**src/rtl/ipg_timer.sv**
```systemverilog
module ipg_timer #(
  parameter int GW = 7
) (
  input  logic          clk,
  input  logic          rst_n,
  input  logic          full_duplex,
  input  logic [GW-1:0] gap_b2b,
  input  logic [GW-1:0] gap_part1,
  input  logic [GW-1:0] gap_part2,
  input  logic          eof,
  input  logic          crs,
  input  logic          tx_req,
  output logic          tx_grant
);
  localparam int CW = GW + 2;
  localparam logic [CW-1:0] CNT_MAX = '1;

  typedef enum logic [1:0] {S_READY, S_TX, S_GAP} state_t;

  state_t        st;
  logic [CW-1:0] cnt;
  logic          b2b;

  wire [CW-1:0] target = b2b ? CW'(gap_b2b) + (full_duplex ? CW'(3) : CW'(6))
                             : CW'(gap_part2);
  wire done    = cnt >= target;
  wire restart = !full_duplex && !b2b && crs && (cnt <= CW'(gap_part1));

  assign tx_grant = rst_n && tx_req && (st == S_READY || (st == S_GAP && done));

  always_ff @(posedge clk or negedge rst_n) begin
    if (!rst_n) begin
      st  <= S_READY;
      cnt <= '0;
      b2b <= 1'b0;
    end else begin
      case (st)
        S_READY: if (tx_grant) st <= S_TX;
        S_TX: if (eof) begin
          st  <= S_GAP;
          cnt <= CW'(1);
          b2b <= tx_req;
        end
        S_GAP: begin
          if (done)                 st  <= tx_req ? S_TX : S_READY;
          else if (restart)         cnt <= CW'(1);
          else if (cnt != CNT_MAX)  cnt <= cnt + CW'(1);
        end
        default: st <= S_READY;
      endcase
    end
  end
endmodule


```
**config.mk**
```make
export PLATFORM = sky130hd
export DESIGN_NAME = ipg_timer
export DESIGN_NICKNAME = d
export VERILOG_FILES = /design/src/rtl/ipg_timer.sv
export SDC_FILE = /design/constraint.sdc
export NUM_CORES = 1
export LEC_CHECK = 0
export BUFFER_PORTS_ARGS = -buffer_cell sky130_fd_sc_hd__buf_2
export CAP_MARGIN = 30
export CORE_UTILIZATION = 56
export DETAILED_ROUTE_END_ITERATION = 12
export PLACE_DENSITY = 0.8
export SYNTH_ARGS = -nofsm -noshare
export SYNTH_HDL_FRONTEND = slang
export SYNTH_SLANG_ARGS = --single-unit
```
**constraint.sdc**
```tcl
create_clock -name clk -period 3.6 [get_ports clk]
set_clock_uncertainty 0.2 [all_clocks]
set_input_delay 0.36 -clock clk [delete_from_list [all_inputs] [get_ports clk]]
set_output_delay 0.36 -clock clk [all_outputs]
set_load 0.01 [all_outputs]
```
==> impl_metrics.yaml <==
placed_design:
  pre_cts_ws_ns: 0.0166
  numPortBuffers: 27
  dp_hpwl_mm: 2.77
  place.gp.congestion: 0.922
  placed_cells: 231
worst_setup_path:
  cpMaxStageDelayCell: "or3_1"
  worst_ep_arrival_time_ns: 2.77
  crit_fanout: 3
  required_ns: 3.04
  crit_path_cell_trace: "buf_2 > ha_1 > inv_1 > ha_1 > nor2b_1 > o2111ai_1 > xor2_1 > nand2_1 > o21ai_0 > ha_1 > or3_1 > a211oi_2 > nor3_1 > o21ba_2 > buf_2"
  path_class: "primary input to primary output"
  max_stage_delay_ns: 0.40
  cp-start-kind: "primary input"
  critical_path.most_common_cell: "ha_1"
  critPathCaptureType: "primary output"
clocking:
  clk_path_buf_depth: 2
  h-tree-depth: 1
  path_clk_slew_ns: 0.07
  cts.sinks: 12
  post_cts.repair.setup_buffers: 0
  clk_latency_ns: 0.27
  clock-root-buffer: "clkbuf_4"
  cts_tree: "yes"
  numCtsBuffers: 3
finish:
  diodes: 0
  fin_nets: 259
  final_core_util: 0.685
  regArea_um2: 300
  syn_to_final_growth_pct: 14.5
  fillers: 204
  multiInputGateArea_mm2: 0.00111
  drive_gt1_frac: 0.204
  finalNonFillerCells: 236
power_and_ir_drop:
  p_int_mw: 0.414
  power_density_mw_per_mm2: 472
  pwr-share-clk: 0.131
  power_switching_mw: 0.394
  seqPwrFrac: 0.234
  ir_worst_vdd_v: 0.000578
  pwr-share-comb: 0.635
  p_sw_frac: 0.487
  p_leak_nw: 0.808
global_route:
  grt_pass1_wl_mm: 5.51
  grtUsageTotal: 0.260
  grt_max_degree: 14
  antenna_found_initial: 0
  grt_pass1_vias: 1276
  overflow: 0
synth:
  avgSynthCellArea_um2: 8.41
  synth_seq_area_share: 0.201
  synth-edff-count: 0
  async_reset_ff_frac: 1.00
  synth_cell_types: 40
  synth_fp_nets: 230
  ys.flop_type: "dfrtp_1"
  synth_top_area_cell: "ha_1"
  yosysTopAreaCellShare: 0.209
  syn_inst: 178
  ys_top_cells_by_area: "ha_1 (21%), dfrtp_1 (20%), inv_1 (4.5%), nand2_1 (4.3%), o21ai_0 (4.0%)"
  synth-seq-cells: 12
  synth_area_mm2: 0.00150
  synth_warnings: 0
timing:
  tightest_slew_ns: 0.536
  rsz0062_at_grt: "false"
  layout_min_cycle_time_ns: 3.33
  period_share: 0.924
  holdWs_ns: 0.164
  layout_setup_ws_ns: 0.273
  fmax_mhz: 301
  tns_ns: 0
  slew-limit-headroom: 0.642
  setup_viol: 0
  slew_viol_final: 0
  hold_viol: 0
die:
  die_w_um: 53.7
  rows: 18
  dieArea_mm2: 0.00288
  die_h_um: 53.7
  core_area_mm2: 0.00250
  ios: 28
  initial_core_util: 0.599
worst_hold_path:
  hp-class: "primary input to register"
routing:
  drt_iter0_markers: 57
  routed_wl_mm: 3.48
  first_pass_iters: 4
  wl_per_cell_um: 14.8
  via_per_inst: 6.21
  drc_errors: 0
  final_antenna_net_count: 0
  route.vias.total: 1465
run:
  drv_cap: 0
status:
  status: "completed"
==> metal layers <==
metal  track usage  up-vias  routed length, um
met5             0        -                  0
met4        0.0877        0                 67
met1         0.345      652               1480
li1              -      739                  -
met3        0.0113        8                269
met2         0.449       66               1660
==> flip-flops by register name, indices dropped and copies added, names as in the netlist <==
signal,flops
cnt,9
b2b,1
st,2
==> logic make-up (layout without fill, tap and decap cells) <==
group                      Yosys count  count (layout)  synth area share
buffers and inverters               24              52            0.0602
AOI/OAI and AO/OA                   57              57             0.278
DFF                                 12              12             0.201
xor gates and xnor gates             6               6            0.0351
and+or+nand+nor                     48              48             0.173
muxes                                6               6            0.0435
adders and majority gates           25              25             0.209
==> metrics by stage <==
| step | power (mW) | area (um^2) |
|---|---|---|
| 2_1_floorplan | 0.572 | 1500 |
| 3_3_place_gp | 0.671 | 1660 |
| 3_5_place_dp | 0.699 | 1660 |
| 4_1_cts | 0.805 | 1710 |
| 5_1_grt | 0.887 | 1710 |
| 6_report | 0.808 | 1710 |
==> cell usage after synthesis (all sizes together), types with 2 or more instances <==
cell type   n
a21oi       8
o31ai       3
ha         25
nor2b       3
nor3        4
xor2        4
a2111oi     2
nand2b      3
inv        18
a32oi       6
o21ai      12
xnor2       2
nand4       3
mux2i       2
o2111ai     2
a21o        2
dfrtp      12
a211oi      8
or3         6
mux2        4
nand3       3
buf         2
clkbuf      4
nand2      17
nor2        6
o41ai       4
==> worst max-delay path, delay by kind of cell <==
| family | cells | cell delay (ns) |
|---|---|---|
| compound gates | 4 | 0.72 |
| buf+inv | 3 | 0.27 |
| fa+ha+maj | 3 | 0.54 |
| xor+xnor | 1 | 0.16 |
| simple gates | 4 | 0.71 |
==> power groups by stage <==
| stage | clock (mW) | sequential, mW | combinational (mW) |
|---|---|---|---|
| 5_1_grt | 0.115 | 0.193 | 0.579 |
| 6_report | 0.106 | 0.189 | 0.513 |
| 3_3_place_gp | 0 | 0.188 | 0.483 |
| 3_5_place_dp | 0 | 0.192 | 0.507 |
| 2_1_floorplan | 0 | 0.187 | 0.386 |
| 4_1_cts | 0.109 | 0.189 | 0.508 |
==> worst paths after layout <==
path                       slack (ns)   startpoint  depth (start not counted)       end
min                              0.16       tx_req                          2       b2b
max                              0.27  full_duplex                         15  tx_grant
max in group asynchronous        2.67        rst_n                          2       b2b
max reg2reg                      0.66          b2b                          7    cnt[6]
min in group asynchronous        0.30        rst_n                          2    cnt[2]
min reg2reg                      0.39        st[1]                          1     st[1]
==> layout make-up <==
class,count,area share
multi-input combinational,142,0.649
sequential,12,0.175
timing repair buffer,30,0.0935
inverter,18,0.0394
tap,30,0.0219
clock buffer,4,0.0212
==> cell usage in the layout (no fill, tap or decap), drive strengths merged <==
cell type,count
nor2,6
a311oi,1
or3,6
a21o,2
nor4,1
a2111o,1
nand2,17
o221ai,1
o31ai,3
clkbuf,4
a211o,1
o21a,1
nand4,3
nand2b,3
a2111oi,2
o21ba,1
a32oi,6
nor2b,3
a21oi,8
ha,25
buf,29
a211oi,8
nor3,4
o21ai,12
or4b,1
o311ai,1
dlygate4sd3,1
dfrtp,12
inv,18
a31oi,1
nand4b,1
a32o,1
xnor2,2
o41ai,4
mux2i,2
a21boi,1
mux2,4
nand3,3
xor2,4
o2111ai,2
==> what timing repair did <==
item / CTS / global route
hold buffers: 1 / 0
setup endpoints to repair: 0 / 1
hold endpoints to repair: 12 / 0
resized for setup: 0 / 1
Note: power is estimated with default switching activity, not from simulation.
